`src/rtl/sertx_pkg.sv`:
```
package sertx_pkg;

   typedef enum logic [2:0] {
      ST_IDLE,
      ST_PRE,
      ST_START,
      ST_DATA,
      ST_STOP,
      ST_BRK,
      ST_BRKSTOP
   } tx_state_t;

   typedef struct packed {
      logic nine;
      logic par_en;
      logic par_odd;
   } word_cfg_t;

endpackage

```
`src/rtl/sertx_hold.sv`:
```
module sertx_hold #(
   parameter int WORD_W = 9
) (
   input  logic              clk,
   input  logic              rst_n,
   input  logic              clr,
   input  logic              wr,
   input  logic [WORD_W-1:0] din,
   input  logic              take,
   output logic              full,
   output logic [WORD_W-1:0] dout
);

   always_ff @(posedge clk or negedge rst_n) begin
      if (!rst_n) begin
         full <= 1'b0;
         dout <= '0;
      end else if (clr) begin
         full <= 1'b0;
      end else if (wr) begin
         full <= 1'b1;
         dout <= din;
      end else if (take) begin
         full <= 1'b0;
      end
   end

endmodule

```
`src/rtl/sertx_seq.sv`:
```
module sertx_seq
   import sertx_pkg::*;
#(
   parameter int DATA_W   = 8,
   parameter int BRK_BITS = 13
) (
   input  logic              clk,
   input  logic              rst_n,
   input  logic              tick,
   input  logic              tx_en,
   input  word_cfg_t         cfg,
   input  logic              hold_full,
   input  logic [DATA_W:0]   hold_data,
   input  logic              brk_req,
   input  logic              wr_acc,
   output logic              take,
   output logic              txd,
   output logic              data_act,
   output logic              last_bit,
   output logic              half,
   output logic              tx_done
);

   localparam int WORD_W    = DATA_W + 1;
   localparam int FRAME_MAX = WORD_W + 2;
   localparam int SEG_MAX   = (BRK_BITS > FRAME_MAX) ? BRK_BITS : FRAME_MAX;
   localparam int CNT_W     = $clog2(SEG_MAX + 1);

   tx_state_t         state;
   logic              en_q;
   logic              brk_pend;
   logic              ph_q;
   logic [CNT_W-1:0]  cnt;
   logic [WORD_W-1:0] shreg;

   logic [CNT_W-1:0]  nbits, frame_len, last_cnt;
   logic              seg_last, bit_end, at_bound, brk_go, go_idle;

   function automatic logic [WORD_W-1:0] shape(input logic [WORD_W-1:0] d,
                                               input word_cfg_t c);
      logic [WORD_W-1:0] w;
      w = d;
      if (!c.nine) w[WORD_W-1] = 1'b0;
      if (c.par_en) begin
         if (c.nine) w[WORD_W-1] = (^d[WORD_W-2:0]) ^ c.par_odd;
         else        w[WORD_W-2] = (^d[WORD_W-3:0]) ^ c.par_odd;
      end
      return w;
   endfunction

   always_comb begin
      nbits     = cfg.nine ? CNT_W'(WORD_W) : CNT_W'(WORD_W - 1);
      frame_len = nbits + CNT_W'(2);
      case (state)
         ST_PRE:  last_cnt = frame_len - CNT_W'(1);
         ST_DATA: last_cnt = nbits - CNT_W'(1);
         ST_BRK:  last_cnt = CNT_W'(BRK_BITS - 1);
         default: last_cnt = '0;
      endcase
      seg_last = (cnt == last_cnt);
      bit_end  = tick && ph_q && (state != ST_IDLE);
      at_bound = tx_en && en_q &&
                 ((state == ST_IDLE && tick) ||
                  (bit_end && seg_last &&
                   (state == ST_PRE || state == ST_STOP || state == ST_BRKSTOP)));
      brk_go   = at_bound && brk_pend;
      take     = at_bound && !brk_pend && hold_full;
      go_idle  = at_bound && !brk_pend && !hold_full;
   end

   always_ff @(posedge clk or negedge rst_n) begin
      if (!rst_n) begin
         state    <= ST_IDLE;
         en_q     <= 1'b0;
         brk_pend <= 1'b0;
         ph_q     <= 1'b0;
         cnt      <= '0;
         shreg    <= '1;
      end else begin
         en_q <= tx_en;
         if (!tx_en) begin
            state    <= ST_IDLE;
            ph_q     <= 1'b0;
            cnt      <= '0;
            brk_pend <= 1'b0;
         end else if (!en_q) begin
            state    <= ST_PRE;
            ph_q     <= 1'b0;
            cnt      <= '0;
            brk_pend <= brk_req;
         end else begin
            if (at_bound) begin
               ph_q <= 1'b0;
               cnt  <= '0;
               if (brk_go) begin
                  state <= ST_BRK;
               end else if (take) begin
                  state <= ST_START;
                  shreg <= shape(hold_data, cfg);
               end else begin
                  state <= ST_IDLE;
               end
            end else if (bit_end) begin
               ph_q <= 1'b0;
               cnt  <= seg_last ? '0 : cnt + CNT_W'(1);
               case (state)
                  ST_START: state <= ST_DATA;
                  ST_DATA: begin
                     shreg <= {1'b1, shreg[WORD_W-1:1]};
                     if (seg_last) state <= ST_STOP;
                  end
                  ST_BRK: if (seg_last) state <= ST_BRKSTOP;
                  default: ;
               endcase
            end else if (tick && state != ST_IDLE) begin
               ph_q <= 1'b1;
            end
            if (brk_go)  brk_pend <= 1'b0;
            if (brk_req) brk_pend <= 1'b1;
         end
      end
   end

   always_ff @(posedge clk or negedge rst_n) begin
      if (!rst_n)       tx_done <= 1'b1;
      else if (!tx_en)  tx_done <= 1'b1;
      else if (wr_acc)  tx_done <= 1'b0;
      else if (brk_go)  tx_done <= 1'b0;
      else if (go_idle) tx_done <= 1'b1;
   end

   always_comb begin
      case (state)
         ST_START, ST_BRK: txd = 1'b0;
         ST_DATA:          txd = shreg[0];
         default:          txd = 1'b1;
      endcase
      if (!tx_en) txd = 1'b1;
   end

   assign data_act = (state == ST_DATA);
   assign last_bit = seg_last;
   assign half     = ph_q;

endmodule

```
`src/rtl/sertx_sclk.sv`:
```
module sertx_sclk #(
   parameter bit OUT_REG = 1'b0
) (
   input  logic clk,
   input  logic rst_n,
   input  logic tx_en,
   input  logic clk_en,
   input  logic pol,
   input  logic pha,
   input  logic last_pulse,
   input  logic data_act,
   input  logic last_bit,
   input  logic half,
   output logic sclk
);

   logic pulse, level;

   assign pulse = tx_en && clk_en && data_act && (!last_bit || last_pulse) && (half ^ pha);
   assign level = pol ^ pulse;

   generate
      if (OUT_REG) begin : g_reg
         logic sclk_q;
         always_ff @(posedge clk or negedge rst_n) begin
            if (!rst_n) sclk_q <= 1'b0;
            else        sclk_q <= level;
         end
         assign sclk = sclk_q;
      end else begin : g_comb
         assign sclk = level;
      end
   endgenerate

endmodule

```
`src/rtl/sertx_core.sv`:
```
module sertx_core
   import sertx_pkg::*;
#(
   parameter int DATA_W   = 8,
   parameter int BRK_BITS = 13,
   parameter bit SCLK_REG = 1'b0
) (
   input  logic              clk,
   input  logic              rst_n,
   input  logic              baud_x2,
   input  logic              tx_en,
   input  logic              wr_valid,
   input  logic [DATA_W:0]   wr_data,
   input  logic              cfg_nine,
   input  logic              cfg_par_en,
   input  logic              cfg_par_odd,
   input  logic              brk_req,
   input  logic              cfg_clk_en,
   input  logic              cfg_clk_pol,
   input  logic              cfg_clk_pha,
   input  logic              cfg_last_pulse,
   output logic              txd,
   output logic              sclk,
   output logic              hold_empty,
   output logic              tx_done
);

   localparam int WORD_W = DATA_W + 1;

   generate
      if (DATA_W < 4 || DATA_W > 16) begin : g_bad_width
         $error("sertx_core: DATA_W must lie in 4..16");
      end
      if (BRK_BITS < WORD_W + 2) begin : g_bad_brk
         $error("sertx_core: BRK_BITS must exceed one frame");
      end
   endgenerate

   word_cfg_t         cfg;
   logic              wr_acc, take, hold_full;
   logic [WORD_W-1:0] hold_data;
   logic              data_act, last_bit, half;

   assign cfg    = '{nine: cfg_nine, par_en: cfg_par_en, par_odd: cfg_par_odd};
   assign wr_acc = wr_valid && tx_en;

   sertx_hold #(.WORD_W(WORD_W)) u_hold (
      .clk  (clk),
      .rst_n(rst_n),
      .clr  (!tx_en),
      .wr   (wr_acc),
      .din  (wr_data),
      .take (take),
      .full (hold_full),
      .dout (hold_data)
   );

   sertx_seq #(.DATA_W(DATA_W), .BRK_BITS(BRK_BITS)) u_seq (
      .clk      (clk),
      .rst_n    (rst_n),
      .tick     (baud_x2),
      .tx_en    (tx_en),
      .cfg      (cfg),
      .hold_full(hold_full),
      .hold_data(hold_data),
      .brk_req  (brk_req && tx_en),
      .wr_acc   (wr_acc),
      .take     (take),
      .txd      (txd),
      .data_act (data_act),
      .last_bit (last_bit),
      .half     (half),
      .tx_done  (tx_done)
   );

   sertx_sclk #(.OUT_REG(SCLK_REG)) u_sclk (
      .clk       (clk),
      .rst_n     (rst_n),
      .tx_en     (tx_en),
      .clk_en    (cfg_clk_en),
      .pol       (cfg_clk_pol),
      .pha       (cfg_clk_pha),
      .last_pulse(cfg_last_pulse),
      .data_act  (data_act),
      .last_bit  (last_bit),
      .half      (half),
      .sclk      (sclk)
   );

   assign hold_empty = !hold_full;

endmodule

```
`config.mk`:
```
export PLATFORM = sky130hd
export DESIGN_NAME = sertx_core
export DESIGN_NICKNAME = d
export VERILOG_FILES = /design/src/rtl/sertx_pkg.sv /design/src/rtl/sertx_hold.sv /design/src/rtl/sertx_seq.sv /design/src/rtl/sertx_sclk.sv /design/src/rtl/sertx_core.sv
export SDC_FILE = /design/constraint.sdc
export NUM_CORES = 1
export LEC_CHECK = 0
export BUFFER_PORTS_ARGS = -buffer_cell sky130_fd_sc_hd__clkbuf_2
export CORE_UTILIZATION = 50
export DETAILED_ROUTE_END_ITERATION = 8
export GPL_TIMING_DRIVEN = 0
export PLACE_DENSITY_LB_ADDON = 0.1
export SETUP_SLACK_MARGIN = 0.3
export SYNTH_ARGS = -nofsm -noshare
export SYNTH_HDL_FRONTEND = slang
export SYNTH_HIERARCHICAL = 1
export SYNTH_SLANG_ARGS = --single-unit
```
`constraint.sdc`:
```
create_clock -name clk -period 2.06 [get_ports clk]
set_input_delay 0.412 -clock clk [delete_from_list [all_inputs] [get_ports clk]]
set_output_delay 0.412 -clock clk [all_outputs]
set_load 0.03 [all_outputs]
```
==> results_dict.tcl <==
set metrics [dict create \
    dp_hpwl_um 3110 \
    io_buffers 25 \
    slew_violations 0 \
    wl_um 4600 \
    finalSetupViolations 20 \
    p_leak_nw 1.03 \
    rr_startpoint "u_seq/state[1]" \
    cts_sinks 30 \
    synth_area_leaders "dfrtp_1, dfstp_2, mux2_4, nand2_1, xnor2_1" \
    die_x_um 63.6 \
    yosys_most_used_dff "dfrtp_1" \
    synth_simple_gate_area_frac 0.201 \
    finalCritPeriodShare 1.26 \
    syn-cell-area_um2 1890 \
    end_kind "output pin" \
    synthMuxAreaShare 0.0885 \
    synth_fp_nets 219 \
    timing.final.ws_setup_ns -0.535 \
    worst-path-buf-inv 1 \
    required_ns 1.65 \
    grtUsageTotal 0.250 \
    failed_checks "setup timing" \
    synth_top_area_frac 0.264 \
    arrival_ns 2.18 \
    numCtsBuffers 5 \
    design.die.area_um2 4040 \
    fillCellCount 281 \
    syn_inst 196 \
    drive_gt1_frac 0.413 \
    synth_top_family_by_area "simple AND/OR/NAND/NOR gates" \
    tightest_slew_ns 1.12 \
    layout_common_cells "nand2_1, clkbuf_2, dfrtp_1, mux2_4" \
    n_antenna_cell 0 \
    cts_hold_buf 0 \
    synthAdderAreaFrac 0.00661 \
    wl_per_cell_um 16.0 \
    clkSlewWorstSetupHoldPaths_ns 0.06 \
    critPathKind "flop to output pin" \
    synth.yosys.seq_area_share 0.403 \
    hp-class "input pin to async pin" \
    crit_start "u_seq/state[1]" \
    io_pins 26 \
    ir_worst_vdd_mv 0.507 \
    rows 21 \
    synthXorXnorAreaFrac 0.0555 \
    place_inst 267 \
    critPathTopFamily "simple AND/OR/NAND/NOR gates" \
    synth-compound-area-share 0.197 \
    grt_pass1_wl_um 7780 \
    firstDrtPassIters 4 \
    async_reset_ff_frac 1.00 \
    htreeDepth 2 \
    synth_cell_type_count 52 \
    clock-root-buffer "clkbuf_8" \
    post-route-min-period_ns 2.59 \
    tns_ns -6.50 \
    die_h_um 63.6 \
    crit_fanout 5 \
    post-route-drc-count 0 \
    rsz0062_at_grt "true" \
    vias 1690 \
    first_iter_violations 100 \
    max_cap_violations 0 \
    grt_antenna_before_repair 0 \
    relSlewSlack 0.248 \
    synth_edf_count 0 \
    fin_util 0.697 \
    fmax_mhz 385 \
    clock_latency_ns 0.28 \
    p_per_area_nw_per_um2 793 \
    grt_pass1_vias 1694 \
    cp_slowest_stage_delay_ns 0.44 \
    antenna_left 0 \
    fp.coreArea_um2 3470 \
    ys_warn_count 6 \
    clockBufferDepth 2 \
    gp_congestion 0.874 \
    gr-total-overflow 0 \
    final_cells 288 \
    worstPathCellList "or3_4, a311o_1, o311a_4, nor2_1, nor2b_2, nor3_2, xor2_2, clkbuf_8" \
    layout_commonest_cell "nand2_1" \
    cts_tree "built" \
    ys_seq_elements 30 \
    startpoint_type "flop" \
    layout.nets 264 \
    hold_viol_final 0 \
    area_growth_pct 27.6 \
    avgSynthCellArea_um2 9.66 \
    grt_max_degree 31 \
    via_per_inst 5.87 \
    start_util 0.546 \
    fin_worst_skew_ns 0.00299 \
    slowest_stage "dfrtp_2" \
    synth_area_leader_cell "dfrtp_1" \
    outcome "complete, but fails checks" \
]
## cell usage after synthesis, drive strengths merged, types with 2 or more instances
cell type / n
a211oi: 2
a21o: 3
a21oi: 12
a221o: 4
a31oi: 3
a41oi: 2
and2: 5
buf: 5
clkbuf: 5
dfrtp: 20
dfstp: 10
inv: 9
mux2: 11
nand2: 29
nand2b: 2
nand3: 3
nand3b: 3
nand4: 3
nand4b: 2
nor2: 6
nor2b: 5
nor3: 6
o211ai: 6
o21ai: 8
o22ai: 2
o311a: 2
or2: 2
or3: 2
xnor2: 10
xor2: 2
## routing by layer
metal	up-vias	wire (µm)	GRT usage
met5	-	0	0
met3	10	175	0.0580
met1	837	1960	0.293
met2	49	2390	0.443
met4	0	73	0.0881
li1	794	-	-
## per-stage QoR
stage	total power [mW]	worst slack, ns	instance area, µm²	hold slack, ns
final	1.92	-0.535	2420	0.189
after detailed placement	1.35	-0.480	2130	0.487
after global placement	1.32	-0.414	2130	0.476
after CTS	1.91	-0.490	2400	0.208
after global routing	2.02	-0.573	2420	0.230
after floorplan	1.22	-0.216	1950	0.116
## where the power goes
part | switching, mW | total, mW | internal (mW)
Combinational | 0.285 | 0.607 | 0.322
Clock | 0.228 | 0.496 | 0.268
Sequential | 0.0893 | 0.814 | 0.724
## logic make-up (layout without fill, tap and decap cells)
kind of cell | count (synthesis) | in the layout
compound gates | 50 | 50
xor+xnor | 12 | 12
fa+ha+maj | 1 | 1
buf+inv | 19 | 65
flops | 30 | 30
mux | 12 | 12
simple gates | 72 | 72
## worst paths after layout
path,to,slack [ns],cells past startpoint
worst max register to register,u_seq/state[1],-0.45,9
worst min register to register,u_seq/shreg[3],0.50,2
worst max-delay path,sclk,-0.53,8
min in group clk,u_hold/dout[8],0.36,2
worst min-delay path,u_hold/full,0.19,1
max in group asynchronous,u_seq/state[1],1.34,1
## final cells by class
class / instances / area, µm² / share of cell area
multi-input combinational: 147 / 1120 / 0.462
clock inverter: 2 / 12.5 / 0.00518
inverter: 9 / 33.8 / 0.0140
timing repair buffer: 38 / 250 / 0.104
buffer: 10 / 98.8 / 0.0409
tap: 46 / 57.6 / 0.0238
clock buffer: 6 / 82.6 / 0.0342
sequential: 30 / 766 / 0.317
## worst reg2reg max path: stages (launching register included)
cell and delay (ns):
dfrtp_2 0.44, or3_4 0.40, a311o_1 0.30, o311a_4 0.15, buf_4 0.14, buf_6 0.11, o31ai_4 0.33, buf_6 0.17
a211oi_2 0.07, mux2_4 0.28
## registers in the layout, indices dropped and copies added, names as in the netlist
name / flops
u_hold/dout: 9
u_seq/shreg: 9
u_seq/cnt: 4
u_seq/state: 3
u_hold/full: 1
u_seq/brk_pend: 1
u_seq/en_q: 1
u_seq/half: 1
u_seq/tx_done: 1
## repair_timing
item                                    in CTS  in global routing
setup buffers                               11                  0
endpoints found under the setup margin      21                 21
gates cloned                                 2                  0
pin swaps                                   10                  3
resized for setup                           23                  5
No activity file was read; power rests on OpenSTA's default activity.
